===== src/rtl/fpr_pkg.sv =====
package fpr_pkg;

  localparam int MANT_W  = 64;
  localparam int XEXP_W  = 15;
  localparam int RES_W   = 1 + XEXP_W + MANT_W;
  localparam int SGL_SIG = 24;
  localparam int SGL_EXP = 8;
  localparam int DBL_SIG = 53;
  localparam int DBL_EXP = 11;
  localparam int NFMT    = 3;

  typedef enum logic [1:0] {
    RM_NEAR  = 2'b00,
    RM_UP    = 2'b01,
    RM_DOWN  = 2'b10,
    RM_TRUNC = 2'b11
  } rmode_e;

  // Format index: 0 single, 1 double, 2 extended (select 3 folds onto 2).
  function automatic int fmt_index(input logic [1:0] p);
    return (p == 2'b11) ? 2 : int'(p);
  endfunction

  function automatic int fmt_sig(input int f);
    return (f == 0) ? SGL_SIG : (f == 1) ? DBL_SIG : MANT_W;
  endfunction

  function automatic int fmt_exp(input int f);
    return (f == 0) ? SGL_EXP : (f == 1) ? DBL_EXP : XEXP_W;
  endfunction

  function automatic int fmt_bias(input int f);
    return (1 << (fmt_exp(f) - 1)) - 1;
  endfunction

endpackage


===== src/rtl/fpr_select.sv =====
// Splits the working significand at the destination's last place.
module fpr_select
  import fpr_pkg::*;
#(
  parameter int MANT_W = fpr_pkg::MANT_W
) (
  input  logic [MANT_W-1:0] mant,
  input  logic              guard,
  input  logic              sticky,
  input  logic [1:0]        prec,
  output logic [MANT_W-1:0] kept,
  output logic [MANT_W-1:0] unit,
  output logic              lsb,
  output logic              rbit,
  output logic              sbit
);
  localparam int SH_W = $clog2(MANT_W);

  logic [SH_W-1:0]   drop;
  logic [MANT_W-1:0] below;

  always_comb begin
    drop  = SH_W'(MANT_W - fmt_sig(fmt_index(prec)));
    unit  = {{(MANT_W-1){1'b0}}, 1'b1} << drop;
    below = unit - 1'b1;
    kept  = mant & ~below;
    lsb   = |(mant & unit);
    if (drop == '0) begin
      rbit = guard;
      sbit = sticky;
    end else begin
      rbit = |(mant & (unit >> 1));
      sbit = guard | sticky | (|(mant & (below >> 1)));
    end
  end

endmodule


===== src/rtl/fpr_incr.sv =====
// Rounding decision, increment and carry renormalisation.
module fpr_incr
  import fpr_pkg::*;
#(
  parameter int MANT_W = fpr_pkg::MANT_W,
  parameter int EXP_W  = 18
) (
  input  logic [MANT_W-1:0]     kept,
  input  logic [MANT_W-1:0]     unit,
  input  logic                  lsb,
  input  logic                  rbit,
  input  logic                  sbit,
  input  logic                  sign,
  input  logic [1:0]            mode,
  input  logic signed [EXP_W-1:0] exp_in,
  output logic [MANT_W-1:0]     sig_out,
  output logic signed [EXP_W:0] exp_out,
  output logic                  carry,
  output logic                  inexact_raw
);
  logic            bump;
  logic [MANT_W:0] sum;

  always_comb begin
    inexact_raw = rbit | sbit;
    unique case (mode)
      RM_NEAR: bump = rbit & (lsb | sbit);
      RM_UP:   bump = inexact_raw & ~sign;
      RM_DOWN: bump = inexact_raw & sign;
      default: bump = 1'b0;
    endcase
    sum     = {1'b0, kept} + ({1'b0, unit} & {(MANT_W+1){bump}});
    carry   = sum[MANT_W];
    sig_out = carry ? sum[MANT_W:1] : sum[MANT_W-1:0];
    exp_out = {exp_in[EXP_W-1], exp_in} + {{EXP_W{1'b0}}, carry};
  end

endmodule


===== src/rtl/fpr_pack.sv =====
// Range check, overflow substitution and per-format packing.
module fpr_pack
  import fpr_pkg::*;
#(
  parameter int MANT_W = fpr_pkg::MANT_W,
  parameter int EXP_W  = 18,
  parameter int RES_W  = fpr_pkg::RES_W
) (
  input  logic                  sign,
  input  logic [MANT_W-1:0]     sig,
  input  logic signed [EXP_W:0] exp_r,
  input  logic [1:0]            prec,
  input  logic [1:0]            mode,
  input  logic                  inexact_raw,
  input  logic                  is_zero,
  input  logic                  trap_en,
  output logic [RES_W-1:0]      result,
  output logic                  ovf,
  output logic                  ufl,
  output logic                  inx
);
  localparam int EW = EXP_W + 1;

  logic signed [EW-1:0] emax;
  logic signed [EW-1:0] emin;
  logic [XEXP_W-1:0]    biased;
  logic                 to_inf;
  logic [RES_W-1:0]     cand [NFMT];

  always_comb begin
    emax   = EW'(fmt_bias(fmt_index(prec)));
    emin   = EW'(1 - fmt_bias(fmt_index(prec)));
    ovf    = !is_zero && (exp_r > emax);
    ufl    = !is_zero && (exp_r < emin);
    to_inf = (mode == RM_NEAR) || (mode == RM_UP && !sign) || (mode == RM_DOWN && sign);
    biased = XEXP_W'(exp_r + EW'(fmt_bias(fmt_index(prec))));
    if (is_zero)  inx = 1'b0;
    else if (ovf) inx = ~trap_en;
    else if (ufl) inx = 1'b1;
    else          inx = inexact_raw;
  end

  for (genvar f = 0; f < NFMT; f++) begin : g_fmt
    localparam int FE   = fmt_exp(f);
    localparam int SKIP = (f == NFMT - 1) ? 0 : 1;
    localparam int FRAC = fmt_sig(f) - SKIP;
    localparam int W    = 1 + FE + FRAC;
    logic [W-1:0] word;
    always_comb begin
      if (is_zero || ufl)
        word = {sign, {(W-1){1'b0}}};
      else if (ovf && to_inf)
        word = {sign, {FE{1'b1}}, (SKIP == 0), {(FRAC-1){1'b0}}};
      else if (ovf)
        word = {sign, {(FE-1){1'b1}}, 1'b0, {FRAC{1'b1}}};
      else
        word = {sign, biased[FE-1:0], sig[MANT_W-1-SKIP -: FRAC]};
    end
    assign cand[f] = RES_W'(word);
  end

  assign result = cand[fmt_index(prec)];

endmodule


===== src/rtl/fp_round_stage.sv =====
module fp_round_stage
  import fpr_pkg::*;
#(
  parameter int EXP_W = 18
) (
  input  logic                 clk,
  input  logic                 rst,
  input  logic                 in_valid,
  input  logic                 in_sign,
  input  logic [EXP_W-1:0]     in_exp,
  input  logic [MANT_W-1:0]    in_mant,
  input  logic                 in_guard,
  input  logic                 in_sticky,
  input  logic [1:0]           in_prec,
  input  logic [1:0]           in_mode,
  input  logic                 in_ovf_trap_en,
  output logic                 out_valid,
  output logic [RES_W-1:0]     out_result,
  output logic                 out_overflow,
  output logic                 out_underflow,
  output logic                 out_inexact
);
  logic [MANT_W-1:0]     kept, unit, sig_rnd;
  logic                  lsb, rbit, sbit, carry, inexact_raw;
  logic signed [EXP_W:0] exp_rnd;
  logic [RES_W-1:0]      nxt_result;
  logic                  nxt_ovf, nxt_ufl, nxt_inx;
  logic                  is_zero;

  assign is_zero = (in_mant == '0);

  fpr_select #(.MANT_W(MANT_W)) u_select (
    .mant(in_mant), .guard(in_guard), .sticky(in_sticky), .prec(in_prec),
    .kept(kept), .unit(unit), .lsb(lsb), .rbit(rbit), .sbit(sbit)
  );

  fpr_incr #(.MANT_W(MANT_W), .EXP_W(EXP_W)) u_incr (
    .kept(kept), .unit(unit), .lsb(lsb), .rbit(rbit), .sbit(sbit),
    .sign(in_sign), .mode(in_mode), .exp_in(in_exp),
    .sig_out(sig_rnd), .exp_out(exp_rnd), .carry(carry), .inexact_raw(inexact_raw)
  );

  // Carry out of the increment must leave exactly the leading one.
  AST_CARRY_RENORM: assert property (@(posedge clk) disable iff (rst)
    (carry && !is_zero) |-> sig_rnd == {1'b1, {(MANT_W-1){1'b0}}});
  // With nothing discarded, rounding must leave the kept bits untouched.
  AST_EXACT_KEEP: assert property (@(posedge clk) disable iff (rst)
    !(rbit || sbit) |-> (sig_rnd == kept && !carry));

  fpr_pack #(.MANT_W(MANT_W), .EXP_W(EXP_W), .RES_W(RES_W)) u_pack (
    .sign(in_sign), .sig(sig_rnd), .exp_r(exp_rnd), .prec(in_prec), .mode(in_mode),
    .inexact_raw(inexact_raw), .is_zero(is_zero), .trap_en(in_ovf_trap_en),
    .result(nxt_result), .ovf(nxt_ovf), .ufl(nxt_ufl), .inx(nxt_inx)
  );

  always_ff @(posedge clk) begin
    if (rst) begin
      out_valid     <= 1'b0;
      out_result    <= '0;
      out_overflow  <= 1'b0;
      out_underflow <= 1'b0;
      out_inexact   <= 1'b0;
    end else begin
      out_valid <= in_valid;
      if (in_valid) begin
        out_result    <= nxt_result;
        out_overflow  <= nxt_ovf;
        out_underflow <= nxt_ufl;
        out_inexact   <= nxt_inx;
      end
    end
  end

  AST_VALID_PIPE: assert property (@(posedge clk) disable iff (rst)
    in_valid |=> out_valid);
  AST_IDLE_HOLD: assert property (@(posedge clk) disable iff (rst)
    !in_valid |=> (!out_valid && $stable(out_result)));
  AST_RANGE_EXCL: assert property (@(posedge clk) disable iff (rst)
    !(out_overflow && out_underflow));
  AST_FLUSH_INEXACT: assert property (@(posedge clk) disable iff (rst)
    out_underflow |-> out_inexact);

endmodule


===== config.mk =====
export PLATFORM = sky130hd
export DESIGN_NAME = fp_round_stage
export DESIGN_NICKNAME = d
export VERILOG_FILES = /design/src/rtl/fpr_pkg.sv /design/src/rtl/fpr_select.sv /design/src/rtl/fpr_incr.sv /design/src/rtl/fpr_pack.sv /design/src/rtl/fp_round_stage.sv
export SDC_FILE = /design/constraint.sdc
export NUM_CORES = 1
export LEC_CHECK = 0
export ABC_AREA = 0
export CELL_PAD_IN_SITES_DETAIL_PLACEMENT = 1
export CELL_PAD_IN_SITES_GLOBAL_PLACEMENT = 1
export CORE_MARGIN = 2
export CORE_UTILIZATION = 44
export CTS_CLUSTER_SIZE = 24
export DETAILED_ROUTE_END_ITERATION = 10
export DONT_BUFFER_PORTS = 1
export PLACE_DENSITY_LB_ADDON = 0.15
export SLEW_MARGIN = 15
export SYNTH_ARGS = -nofsm -noshare
export SYNTH_HDL_FRONTEND = slang
export SYNTH_HIERARCHICAL = 1
export SYNTH_SLANG_ARGS = --single-unit

===== constraint.sdc =====
create_clock -name clk -period 10.5 [get_ports clk]
set_input_delay 2.1 -clock clk [delete_from_list [all_inputs] [get_ports clk]]
set_output_delay 2.1 -clock clk [all_outputs]
set_load 0.02 [all_outputs]

== Word-level counts from Yosys, hierarchy flattened ==
Index checks and enable logic that the tools add are counted.

* Register bits after elaboration: 84
* Input bits: 93
* Output and inout port bits: 84
* Word-level logic and storage cells: 79

* Add/subtract/negate cells: 8
* Magnitude comparators: 3
* Equal/unequal tests: 4
* Shift operators: 2
* Muxes and demuxes: 24
* Bitwise operators: 16
* Reduce and logical (&&, ||, !) cells: 17

{| class="wikitable"
|+ Operators by type and width
! operator !! count
|-
| $mux 79 || 3
|-
| $reduce_or 64->1 || 3
|-
| $mux 63 || 3
|-
| $bmux 80 s2 || 1
|-
| $mux 80 || 2
|-
| $and 64x63->64 || 2
|-
| $and 64x64->64 || 2
|-
| $mux 31 || 3
|-
| $add 64x65->65 || 1
|-
| $and 64x65->65 || 1
|-
| $logic_not 64->1 || 1
|-
| $mux 64 || 1
|-
| $not 64->64 || 1
|-
| $shl 1x6->64 const A || 1
|-
| $sub 64x1->64 const B || 1
|-
| $eq 32x2->1 const B || 1
|-
| $ge 32x3->1 const B || 1
|-
| $logic_not 32->1 || 1
|-
| $mux 32 || 1
|-
| $not 32->32 || 1
|-
| $shl 1x32->19 const A || 1
|-
| $sub 32x2->32 const B || 1
|-
| $add 18x2->19 || 1
|-
| $gt 19x19->1 || 1
|-
| other kinds (20) || 39
|}

== Logic depth before layout (Yosys ltp) ==
Gate-level depths: netlist of the first run.

* Depth in word-level cells: 26
* Depth in mapped cells: 45
* Gate-level depth less buffers: 39

== Hierarchy ==
Netlist of the first run, hierarchy kept.

{| class="wikitable"
|+ Modules (own cells, without submodules)
! module !! instances !! cells each !! area an instance (µm²) !! sequential area each (µm²)
|-
| fpr_incr || 1 || 781 || 5396.4 || 0.0
|-
| fp_round_stage || 1 || 291 || 3111.7 || 1681.6
|-
| fpr_pack || 1 || 416 || 2775.2 || 0.0
|-
| fpr_select || 1 || 171 || 1138.6 || 0.0
|}

== Worst setup path after synthesis of the first run ==
No wires, ideal clock.

* Path type: in2reg
* Start point: input port in_prec[1]
* End point: register out_result[29]
* Library setup time: 0.128 ns
* Data arrival time: 10.041 ns
* Required time: 10.372 ns
* Setup slack: 0.332 ns
* Cell stages on the path: 42
* Path buffers: 6
* Path through: nor2_2 > inv_1 > clkbuf_1 > ha_1 > o21ai_1 > a41oi_1 > a311o_1 > or2_2 > nand3_1 > a21oi_1 > clkbuf_1 > and2_1 > ha_1 > fa_1 > a211oi_1 > o21ai_1 > a221oi_2 > nor3_1 > [6 not listed] > buf_6 > ha_1 > ha_1 > clkbuf_1 > nand3_1 > xnor2_1 > ha_1 > and4bb_2 > o31ai_2 > a311oi_1 > o21a_4 > mux2_4 > buf_6 > a22o_1 > o21ai_1 > o221ai_1 > mux2i_1 > nor2_1

* Longest elaborated chain between the ends: 26
* Elaborated cells between the ends (all ways): 57
* Those cells by class: add/sub (8); order compare (2); eq/ne (2); shift (2); mux (21); bitwise (13); reduce/logical (9)

{| class="wikitable"
|+ RTL lines
! what !! RTL line !! RTL
|-
| start: declaration || fp_round_stage.sv:14 || <nowiki>input logic [1:0] in_prec,</nowiki>
|-
| $eq 2x2->1 || fpr_pkg.sv:21 || <nowiki>return (p == 2'b11) ? 2 : int'(p);</nowiki>
|-
| $mux 2 (*) || fpr_pkg.sv:21 ||
|-
| $eq 32x2->1 || fpr_pkg.sv:25 || <nowiki>return (f == 0) ? SGL_SIG : (f == 1) ? DBL_SIG : MANT_W;</nowiki>
|-
| $mux 6 || fpr_pkg.sv:25 ||
|-
| $mux 6 (*) || fpr_pkg.sv:25 ||
|-
| $sub 1x6->6 (*) || fpr_select.sv:23 || <nowiki>drop = SH_W'(MANT_W - fmt_sig(fmt_index(prec)));</nowiki>
|-
| $shl 1x6->64 || fpr_select.sv:24 || <nowiki>unit = {{(MANT_W-1){1'b0}}, 1'b1} << drop;</nowiki>
|-
| $sub 64x1->64 || fpr_select.sv:25 || <nowiki>below = unit - 1'b1;</nowiki>
|-
| [4 not listed] || -- ||
|-
| net sbit || fp_round_stage.sv:24 || <nowiki>logic lsb, rbit, sbit, carry, inexact_raw;</nowiki>
|-
| [1 not listed] || -- ||
|-
| net inexact_raw || fp_round_stage.sv:24 ||
|-
| [4 not listed] || -- ||
|-
| net carry || fp_round_stage.sv:24 ||
|-
| [1 not listed] || -- ||
|-
| net exp_rnd[8] || fp_round_stage.sv:25 || <nowiki>logic signed [EXP_W:0] exp_rnd;</nowiki>
|-
| $gt 19x19->1 || fpr_pack.sv:33 || <nowiki>ovf = !is_zero && (exp_r > emax);</nowiki>
|-
| $logic_and 1x1->1 || fpr_pack.sv:33 ||
|-
| $mux 79, or another cell as far along || fpr_pack.sv:54 || <nowiki>else if (ovf)</nowiki>
|-
| $mux 79, or another cell as far along || fpr_pack.sv:52 || <nowiki>else if (ovf && to_inf)</nowiki>
|-
| $mux 79, or another cell as far along || fpr_pack.sv:50 || <nowiki>if (is_zero || ufl)</nowiki>
|-
| $bmux 80 s2 (*) || fpr_pack.sv:62 || <nowiki>assign result = cand[fmt_index(prec)];</nowiki>
|-
| $mux 80 (not written as such) (*) (2 in a row) || fpr_pack.sv:62 ||
|-
| net nxt_result[29] || fp_round_stage.sv:26 || <nowiki>logic [RES_W-1:0] nxt_result;</nowiki>
|-
| end signal: assignment || fp_round_stage.sv:66 || <nowiki>out_result <= nxt_result;</nowiki>
|-
| end: declaration || fp_round_stage.sv:18 || <nowiki>output logic [RES_W-1:0] out_result,</nowiki>
|}

Mark *: on every way through the listed nets, which the timed path passes. The rest lies on a longest branch. The select of a mux whose other input is x is not followed.
A chain may end at the register's enable or synchronous reset.

== Worst setup path in the final report of the first run ==
* Start point: input port in_prec[0]
* End point: register out_result[42]

* Longest elaborated chain between the ends: 26
* Elaborated cells between the ends (all ways): 53
* Those cells by class: add/sub (7); order compare (2); eq/ne (2); shift (2); mux (18); bitwise (13); reduce/logical (9)

{| class="wikitable"
|+ RTL lines
! what !! RTL line
|-
| $eq 2x2->1 || fpr_pkg.sv:21
|-
| $mux 2 (*) || fpr_pkg.sv:21
|-
| $eq 32x2->1 || fpr_pkg.sv:25
|-
| $mux 6 || fpr_pkg.sv:25
|-
| $mux 6 (*) || fpr_pkg.sv:25
|-
| $sub 1x6->6 (*) || fpr_select.sv:23
|-
| $shl 1x6->64 || fpr_select.sv:24
|-
| $sub 64x1->64 || fpr_select.sv:25
|-
| [4 not listed] || --
|-
| net sbit || fp_round_stage.sv:24
|-
| [1 not listed] || --
|-
| net inexact_raw || fp_round_stage.sv:24
|-
| [4 not listed] || --
|-
| net carry || fp_round_stage.sv:24
|-
| [1 not listed] || --
|-
| net exp_rnd[8] || fp_round_stage.sv:25
|-
| $gt 19x19->1 || fpr_pack.sv:33
|-
| $logic_and 1x1->1 || fpr_pack.sv:33
|-
| $mux 79, or another cell as far along || fpr_pack.sv:54
|-
| $mux 79 / $mux 63 (equally long branches) || fpr_pack.sv:52
|-
| $mux 79 / $mux 63 (equally long branches) || fpr_pack.sv:50
|-
| $bmux 80 s2 (*) || fpr_pack.sv:62
|-
| $mux 80 (not written as such) (*) (2 in a row) || fpr_pack.sv:62
|-
| net nxt_result[42] || fp_round_stage.sv:26
|}

Marks and branches as above.

==> flow_summary_export.csv, run 1 <==
group,metric,value,unit
routing,route.detailed.drc,0,
timing,totalNegativeSetupSlack,0,ps
synth,number_of_flip_flops_and_latches_in_the_synthesized_netlist,84,
clock_network,clkSlewWorstSetupHoldPaths,70,ps
synth,netlist_top_cells_area,"sky130_fd_sc_hd__dfxtp_1 (14%), sky130_fd_sc_hd__ha_1 (10%), sky130_fd_sc_hd__mux2i_1 (9.7%)",
die,num_io_pins,177,
grt,overflow,0,
clock_network,tritoncts_clock_tree,"yes",
timing,timing.final.setup_violations,0,
layout,fillCellCount,3549,
die,die_width,172,um
power_and_ir_drop,power.static_leakage,0.00564,uW
layout,drive_gt1_share,5.76,%
outcome,outcome,"finished clean",
routing,vias_per_instance,5.96,
synth,post_synth_instance_area,0.0124,mm2
die,design.die.area,0.0296,mm2
power_and_ir_drop,power-per-cell-area,115,mW/mm2
setup_path,slowest_stage,"sky130_fd_sc_hd__mux2_4",
synth,seq_area_frac_synth,13.5,%
grt,via_count_of_the_first_global_routing_pass,11388,
synth,netlist.top_cell.by_area,"sky130_fd_sc_hd__dfxtp_1",
synth,yosys_warnings,6,
place,dpl_cell_area,0.0122,mm2
worst_hold_path,hold_path_class,"reg2reg",
layout,num-nets-final,1772,
power_and_ir_drop,power.ir.vdd_worst,0.0000835,V
layout,finalInstanceArea,0.0126,mm2
clock_network,clk_latency,330,ps
routing,avgRoutedWirePerCell,22.2,um
layout,layout_common_cells,"sky130_fd_sc_hd__nor2_1 (156), sky130_fd_sc_hd__nand2_1 (134), sky130_fd_sc_hd__mux2i_1 (120)",
setup_path,worst_path_largest_cell_delay,450,ps
clock_network,tritoncts.num_buffers,9,
grt,total_global_routing_track_utilization,28.7,%
synth,synth_ff_type,"sky130_fd_sc_hd__dfxtp_1",
timing,timing.clock.skew,0,ps
grt,antenna_violations_before_repair,1,
timing,max_slew.worst_pin.slew,911,ps
place,hpwl_reported_at_the_end_of_detailed_placement,35.3,mm
setup_path,critical-path-top-cell-by-count,"sky130_fd_sc_hd__ha_1",
setup_path,cp-end-kind,"register",
place,port_buffers,0,
layout,layout.cells.most_common,"sky130_fd_sc_hd__nor2_1",
setup_path,worst-endpoint-required,10740,ps
synth,synthesis.area_per_instance,7.49,um2
timing,unrepaired_setup_endpoints_after_global_routing,"no",
clock_network,cts-htree-levels,3,
synth,synthesis.instances,1659,
clock_network,clk_root_buffer_cell,"sky130_fd_sc_hd__clkbuf_16",
setup_path,cp_max_fo,35,
routing,drt_wl_total,43.6,mm
timing,max_freq,100,MHz
synth,ffs_w_async_s_r_synth,0,%
timing,hold_viol_final,0,
die,core.rowCount,61,
routing,ant_nets,0,
setup_path,critPathArrivalTime,10220,ps
die,core,0.0278,mm2
routing,drt-pass1-iter-count,5,
grt,grt_first_pass_wirelength,66.4,mm
timing,timing_max_transition_violations_final,0,
place,gp_routability_congestion,0.951,
timing,final_period_minus_worst_setup_slack,9980,ps
job,max_cap_viol_count,0,
timing,post-route-period-util,95.1,%
routing,detailedRoute.firstIterationViolations,846,
setup_path,worstSetupStartpointType,"input port",
setup_path,timing.setup.critical_path_class,"in2reg",
routing,route.vias.total,11694,
die,die_height,172,um
grt,largest_net_degree_at_the_start_of_global_routing,85,
layout,area_growth_syn_to_layout,1.53,%
synth,post_synth_num_cell_types,93,
clock_network,sink_count_of_the_clock_tree,84,
timing,hold-worst-slack,606,ps
die,effective_utilization_at_floorplan,44.7,%
clock_network,maximum_number_of_buffers_from_clock_root_to_sink,2,
synth,post-synth-top-area-fraction,13.5,%
layout,final_core_util,45.4,%
timing,max_slew_margin,38.8,%
synth,synth_enable_flop_cells,0,
## critical path: cells and delay by family
| family | cells | cell delay [ps] |
|---|---|---|
| xor gates and xnor gates | 1 | 160 |
| muxes | 2 | 600 |
| and+or+nand+nor | 8 | 1460 |
| adders and majority gates | 6 | 1950 |
| AOI/OAI and AO/OA | 16 | 3420 |
| buffers and inverters | 3 | 490 |
## layer usage
layer	GRT usage [%]	vias to the layer above	share of wire (%)
li1	-	5663	-
met1	40.5	5677	47
met2	47.2	318	46
met3	4.14	36	5.8
met4	4.57	0	1.4
met5	0	-	0
## path summary, 6_finish.rpt
kind / cells after the start / startpoint / slack [ps] / endpoint
setup reg to reg: 2 / out_result[14] / 9700 / out_result[14]
setup / recovery: 36 / in_prec[0] / 520 / out_result[42]
hold / removal: 2 / out_result[77] / 610 / out_result[77]
hold reg to reg: 2 / out_result[77] / 610 / out_result[77]
## logic make-up (layout without fill, tap and decap cells)
group                      after synthesis  after routing  share of synthesized area, %
and+or+nand+nor                        571            571                          23.2
AOI/OAI and AO/OA                      431            431                          23.5
buffers and inverters                  222             84                          9.73
other                                    3             64                        0.0906
xor gates and xnor gates                88             88                          6.27
DFF                                     84             84                          13.5
adders and majority gates              103            103                          10.4
muxes                                  157            158                          13.2
## layout make-up
class | instances | area, um2 | share of cell area [%]
inverters | 44 | 165 | 1.31
clock buffers | 9 | 225 | 1.79
clock inverters | 7 | 81.3 | 0.645
multi-input cells | 1413 | 9800 | 77.7
well taps | 378 | 473 | 3.75
repair buffers | 24 | 180 | 1.43
diodes | 2 | 5.00 | 0.0397
flip-flops and latches | 84 | 1680 | 13.3
## timing repair
item / CTS / global route
setup endpoints to repair: 0 / 61
hold buffers: 0 / 0
setup buffers: 0 / 3
gates resized for setup: 0 / 4
## metrics by stage
step	worst slack (ps)	cells	power, uW
after global routing	19.5	1960	1530
after detailed placement	-43.1	1939	1080
final	517	1961	1440
after CTS	301	1955	1420
after floorplan	332	1718	932
after global placement	145	1939	1080
## power breakdown
part           total [uW]  leakage [uW]  internal [uW]  switching, uW
Combinational         712       0.00481            261            452
Clock                 337      0.000153            189            148
Sequential            394      0.000685            344           50.3
## cells in the mapped netlist (7+ instances only)
cell and number:
sky130_fd_sc_hd__a211oi_1 13, sky130_fd_sc_hd__a21o_1 46, sky130_fd_sc_hd__a21oi_1 113, sky130_fd_sc_hd__a221oi_1 7, sky130_fd_sc_hd__a22oi_1 26, sky130_fd_sc_hd__a31oi_1 13, sky130_fd_sc_hd__and2_1 105, sky130_fd_sc_hd__and3_1 8
sky130_fd_sc_hd__buf_2 21, sky130_fd_sc_hd__buf_4 62, sky130_fd_sc_hd__buf_6 14, sky130_fd_sc_hd__clkbuf_1 74, sky130_fd_sc_hd__dfxtp_1 84, sky130_fd_sc_hd__ha_1 102, sky130_fd_sc_hd__inv_1 42, sky130_fd_sc_hd__mux2_1 32
sky130_fd_sc_hd__mux2i_1 120, sky130_fd_sc_hd__nand2_1 134, sky130_fd_sc_hd__nand2b_1 10, sky130_fd_sc_hd__nand3_1 30, sky130_fd_sc_hd__nand4_1 25, sky130_fd_sc_hd__nor2_1 156, sky130_fd_sc_hd__nor2b_1 22, sky130_fd_sc_hd__nor3_1 16
sky130_fd_sc_hd__nor4_1 23, sky130_fd_sc_hd__o211ai_1 41, sky130_fd_sc_hd__o21a_1 7, sky130_fd_sc_hd__o21ai_0 33, sky130_fd_sc_hd__o21ai_1 43, sky130_fd_sc_hd__o21bai_1 18, sky130_fd_sc_hd__o31ai_1 7, sky130_fd_sc_hd__xnor2_1 49
sky130_fd_sc_hd__xor2_1 38
## state kept, by name, summed over array words and instances, names as in the netlist
register / cells
out_overflow: 1
out_underflow: 1
out_valid: 1
out_result: 80
out_inexact: 1
(Power assumes the default switching activity.)
==> run 2, diff against run 1 <==
- clock period: 10.5 -> 8.2 ns (I/O delays scaled with it)
==> flow_summary_export.csv, run 2 (same netlist as run 1, synthesis figures left out) <==
group,metric,value,unit
layout,largest_register_ffs,80,
timing,timing_max_transition_violations_final,0,
power_and_ir_drop,power-per-cell-area,143,mW/mm2
routing,detailedRoute.firstIterationViolations,1246,
clock_network,tritoncts_clock_tree,"yes",
timing,final_period_minus_worst_setup_slack,8590,ps
layout,area_growth_syn_to_layout,20.9,%
outcome,failed_checks,"negative setup slack",
job,max_cap_viol_count,0,
layout,num-nets-final,1934,
power_and_ir_drop,power.static_leakage,0.00670,uW
place,hpwl_reported_at_the_end_of_detailed_placement,37.0,mm
timing,max_slew.worst_pin.slew,1030,ps
power_and_ir_drop,power.ir.vdd_worst,0.000113,V
clock_network,clkSlewWorstSetupHoldPaths,80,ps
routing,avgRoutedWirePerCell,23.9,um
clock_network,clk_root_buffer_cell,"sky130_fd_sc_hd__clkbuf_16",
place,port_buffers,0,
timing,hold-worst-slack,611,ps
place,gp_routability_congestion,0.961,
layout,drive_gt1_share,21.3,%
grt,overflow,0,
die,die_height,172,um
clock_network,sink_count_of_the_clock_tree,84,
setup_path,cp-end-kind,"register",
setup_path,worst-endpoint-required,8500,ps
setup_path,slowest_stage,"sky130_fd_sc_hd__or4b_4",
timing,hold_viol_final,0,
outcome,outcome,"finished with violations",
routing,route.detailed.drc,0,
worst_hold_path,hold_path_class,"reg2reg",
timing,post-route-period-util,105,%
die,core,0.0278,mm2
die,effective_utilization_at_floorplan,44.7,%
routing,vias_per_instance,6.13,
timing,post-route-worst-setup-slack,-388,ps
setup_path,worst_path_largest_cell_delay,500,ps
routing,drt_wl_total,50.6,mm
grt,grt_first_pass_wirelength,71.3,mm
routing,drt-pass1-iter-count,6,
grt,largest_net_degree_at_the_start_of_global_routing,85,
setup_path,cp_max_fo,35,
timing,max_freq,116,MHz
grt,total_global_routing_track_utilization,30.8,%
setup_path,critPathArrivalTime,8890,ps
setup_path,critical-path-top-cell-by-count,"sky130_fd_sc_hd__ha_4",
layout,layout.cells.most_common,"sky130_fd_sc_hd__nor2_1",
timing,unrepaired_setup_endpoints_after_global_routing,"yes",
routing,ant_nets,0,
layout,largest_register,"out_result",
place,dp.cells,2061,
clock_network,clk_latency,370,ps
clock_network,tritoncts.num_buffers,9,
layout,fillCellCount,3413,
grt,via_count_of_the_first_global_routing_pass,12738,
place,placement.setup.worst_slack,-653,ps
timing,timing.clock.skew,0,ps
routing,route.vias.total,13003,
timing,timing.final.setup_violations,79,
clock_network,maximum_number_of_buffers_from_clock_root_to_sink,2,
clock_network,cts-htree-levels,3,
die,die_width,172,um
layout,final-instance-count-excl-fill,2122,
grt,antenna_violations_before_repair,0,
layout,layout_common_cells,"sky130_fd_sc_hd__nor2_1 (151), sky130_fd_sc_hd__buf_4 (148), sky130_fd_sc_hd__nand2_1 (129)",
die,core.rowCount,61,
timing,max_slew_margin,30.5,%
setup_path,worstSetupStartpointType,"input port",
die,num_io_pins,177,
die,design.die.area,0.0296,mm2
setup_path,timing.setup.critical_path_class,"in2reg",
[run 2: critical path: cells and delay by family]
kind                       cells  cell delay (ps)
AOI/OAI and AO/OA             16             2950
xor gates and xnor gates       1              170
buffers and inverters          6              540
muxes                          1              110
and+or+nand+nor               12             2070
adders and majority gates      5             1310
[run 2: layout make-up]
cell class / instances / area [um2] / share of cell area (%)
repair buffers: 185 / 1760 / 11.7
multi-input cells: 1414 / 10600 / 70.7
diodes: 1 / 2.50 / 0.0167
flip-flops and latches: 84 / 1680 / 11.2
clock buffers: 9 / 225 / 1.50
inverters: 44 / 175 / 1.17
well taps: 378 / 473 / 3.15
clock inverters: 7 / 76.3 / 0.508
[run 2: layer usage]
| layer | wire length, um | GRT usage [%] |
|---|---|---|
| met2 | 24400 | 53.1 |
| met5 | 0 | 0 |
| met3 | 3680 | 6.18 |
| met4 | 1860 | 7.89 |
| met1 | 20700 | 39.2 |
[run 2: worst paths after layout]
kind | startpoint | endpoint | slack (ps) | depth (start not counted)
worst max register to register | out_result[26] | out_result[26] | 7270 | 2
worst max-delay path | in_prec[0] | out_result[27] | -390 | 41
worst min-delay path | out_result[72] | out_result[72] | 610 | 2
worst min register to register | out_result[72] | out_result[72] | 610 | 2
[run 2: through the flow]
| stage | TNS [ps] | area [um2] | utilization, % | total power, uW |
|---|---|---|---|---|
| floorplan | -38830 | 12900 | - | 1220 |
| global placement | -31810 | 13400 | 48.3 | 1460 |
| detailed placement | -40770 | 13400 | 48.3 | 1480 |
| CTS | -1160 | 14200 | 51.0 | 1950 |
| global route | -34310 | 15000 | 54.0 | 2230 |
| finish | -17130 | 15000 | 54.1 | 2140 |
[run 2: report_power, final]
part	internal [uW]	leakage (uW)	switching, uW
clock network	217	0.000148	219
logic	490	0.00587	708
registers	441	0.000685	66.0
[run 2: repair_timing]
item,4_1_cts,5_1_grt
endpoints found under the setup margin,80,81
hold buffers,0,0
cloned,4,4
resized for setup,52,116
pin swaps,18,32
buffers inserted,14,27
==> run 3, diff against run 2 <==
- ABC_CLOCK_PERIOD_IN_PS: unset -> 8200
- CORE_UTILIZATION: 44 -> 45
- CTS_BUF_LIST: unset -> sky130_fd_sc_hd__clkbuf_2 sky130_fd_sc_hd__clkbuf_4 sky130_fd_sc_hd__clkbuf_8
==> flow_summary_export.csv, run 3 (same netlist as run 1, synthesis figures left out) <==
group,metric,value,unit
outcome,outcome,"finished with violations",
outcome,failed_checks,"negative setup slack",
routing,detailedRoute.firstIterationViolations,1240,
worst_hold_path,hold_path_class,"reg2reg",
routing,vias_per_instance,6.30,
layout,largest_register_ffs,80,
power_and_ir_drop,switch_pwr,977,uW
grt,via_count_of_the_first_global_routing_pass,13207,
timing,unrepaired_setup_endpoints_after_global_routing,"yes",
clock_network,clk_root_buffer_cell,"sky130_fd_sc_hd__clkbuf_8",
place,gp_routability_congestion,0.955,
power_and_ir_drop,combPwrFrac,59.6,%
power_and_ir_drop,power.ir.vdd_worst,0.0000847,V
layout,fillCellCount,3278,
timing,hold-worst-slack,614,ps
timing,final_period_minus_worst_setup_slack,8730,ps
clock_network,cts-htree-levels,3,
die,die_height,170,um
clock_network,maximum_number_of_buffers_from_clock_root_to_sink,2,
setup_path,worst-endpoint-required,8480,ps
clock_network,tritoncts_clock_tree,"yes",
setup_path,critPathBufInv,7,
setup_path,worst_path_largest_cell_delay,370,ps
layout,antenna_cells,0,
die,core,0.0270,mm2
timing,max_freq,115,MHz
die,num_io_pins,177,
timing,totalNegativeSetupSlack,-26290,ps
grt,grt_first_pass_wirelength,74.7,mm
layout,multiInputGateArea,0.0106,mm2
place,hpwl_reported_at_the_end_of_detailed_placement,37.3,mm
routing,avgRoutedWirePerCell,25.2,um
layout,area_growth_syn_to_layout,21.2,%
routing,drt-pass1-iter-count,6,
timing,hold_viol_final,0,
setup_path,critical-path-top-cell-by-count,"sky130_fd_sc_hd__ha_4",
routing,route.vias.total,13353,
die,design.die.area,0.0289,mm2
power_and_ir_drop,power.static_leakage,0.00679,uW
timing,timing_max_transition_violations_final,0,
timing,max_slew_margin,26.6,%
clock_network,tritoncts.num_buffers,9,
timing,max_slew.worst_pin.slew,1090,ps
clock_network,sink_count_of_the_clock_tree,84,
clock_network,cts_hold_buf,0,
grt,antenna_violations_before_repair,1,
setup_path,cp-end-kind,"register",
layout,drive_gt1_share,21.8,%
setup_path,critPathTopFamily,"compound AO/OA/AOI/OAI gates",
layout,final_core_util,55.7,%
power_and_ir_drop,internal_power,1070,uW
routing,drt_wl_total,53.3,mm
layout,layout.cells.most_common,"sky130_fd_sc_hd__buf_4",
power_and_ir_drop,power_switching_share,47.8,%
power_and_ir_drop,sequentialPowerShare,24.8,%
timing,post-route-period-util,106,%
setup_path,cp_max_fo,35,
die,effective_utilization_at_floorplan,46.0,%
grt,overflow,0,
routing,route.detailed.drc,0,
setup_path,timing.setup.critical_path_class,"in2reg",
die,die_width,170,um
setup_path,worstSetupStartpointType,"input port",
timing,timing.final.setup_violations,82,
layout,seqCellArea,0.00168,mm2
grt,largest_net_degree_at_the_start_of_global_routing,85,
grt,total_global_routing_track_utilization,32.7,%
routing,ant_nets,0,
job,max_cap_viol_count,0,
layout,largest_register,"out_result",
layout,num-nets-final,1969,
timing,post-route-worst-setup-slack,-532,ps
timing,timing.clock.skew,0,ps
clock_network,clkSlewWorstSetupHoldPaths,100,ps
layout,layout_common_cells,"sky130_fd_sc_hd__buf_4 (171), sky130_fd_sc_hd__nor2_1 (148), sky130_fd_sc_hd__nand2_1 (126)",
setup_path,slowest_stage,"sky130_fd_sc_hd__ha_1",
clock_network,clk_latency,390,ps
power_and_ir_drop,clock_group_share_of_total_power,15.6,%
place,port_buffers,0,
power_and_ir_drop,power-per-cell-area,136,mW/mm2
setup_path,critPathArrivalTime,9010,ps
die,core.rowCount,60,
[run 3: path summary, 6_finish.rpt]
kind	slack, ps	cells past startpoint	startpoint	to
worst max-delay path	-530	39	in_prec[0]	out_inexact
worst min-delay path	610	2	out_result[4]	out_result[4]
worst max register to register	7290	2	out_result[32]	out_result[32]
worst min register to register	610	2	out_result[4]	out_result[4]
[run 3: metal layers]
layer / part of all wire (%) / track usage, % / up-vias / routed length, um
li1: - / - / 6071 / -
met1: 41 / 41.0 / 6503 / 21600
met2: 47 / 55.1 / 584 / 25000
met3: 7.7 / 7.26 / 195 / 4080
met4: 4.9 / 11.3 / 0 / 2620
met5: 0 / 0 / - / 0
[run 3: power groups by stage]
stage | Sequential, uW | Combinational, uW | Clock (uW)
after global routing | 511 | 1290 | 339
after CTS | 507 | 1020 | 319
final | 507 | 1220 | 318
after detailed placement | 516 | 967 | 0
after floorplan | 505 | 713 | 0
after global placement | 515 | 948 | 0
[run 3: timing repair]
item	CTS	global route
buffers inserted	33	33
gates resized for setup	65	106
endpoints found under the setup margin	81	82
gates cloned	2	6
pin swaps	42	74
[run 3: layout make-up]
| type | instances | area share [%] |
|---|---|---|
| Clock buffer | 9 | 0.823 |
| Inverter | 44 | 1.20 |
| Sequential cell | 84 | 11.2 |
| Clock inverter | 7 | 0.507 |
| Timing Repair Buffer | 220 | 13.3 |
| Tap cell | 341 | 2.84 |
| Multi-Input combinational cell | 1414 | 70.2 |
[run 3: metrics by stage]
| step | std cells | power, uW | area [um2] | setup slack [ps] |
|---|---|---|---|---|
| final | 2119 | 2040 | 15000 | -532 |
| after global routing | 2119 | 2140 | 15000 | -699 |
| after CTS | 2082 | 1850 | 14200 | -91.9 |
| after detailed placement | 2032 | 1480 | 13400 | -854 |
| after global placement | 2032 | 1460 | 13400 | -664 |
| after floorplan | 1718 | 1220 | 12900 | -640 |
[run 3: worst min-delay path: stages, from the launching register on]
cell                      delay (ps)
sky130_fd_sc_hd__dfxtp_1         390
sky130_fd_sc_hd__mux2i_1         150
sky130_fd_sc_hd__nor2_1           50
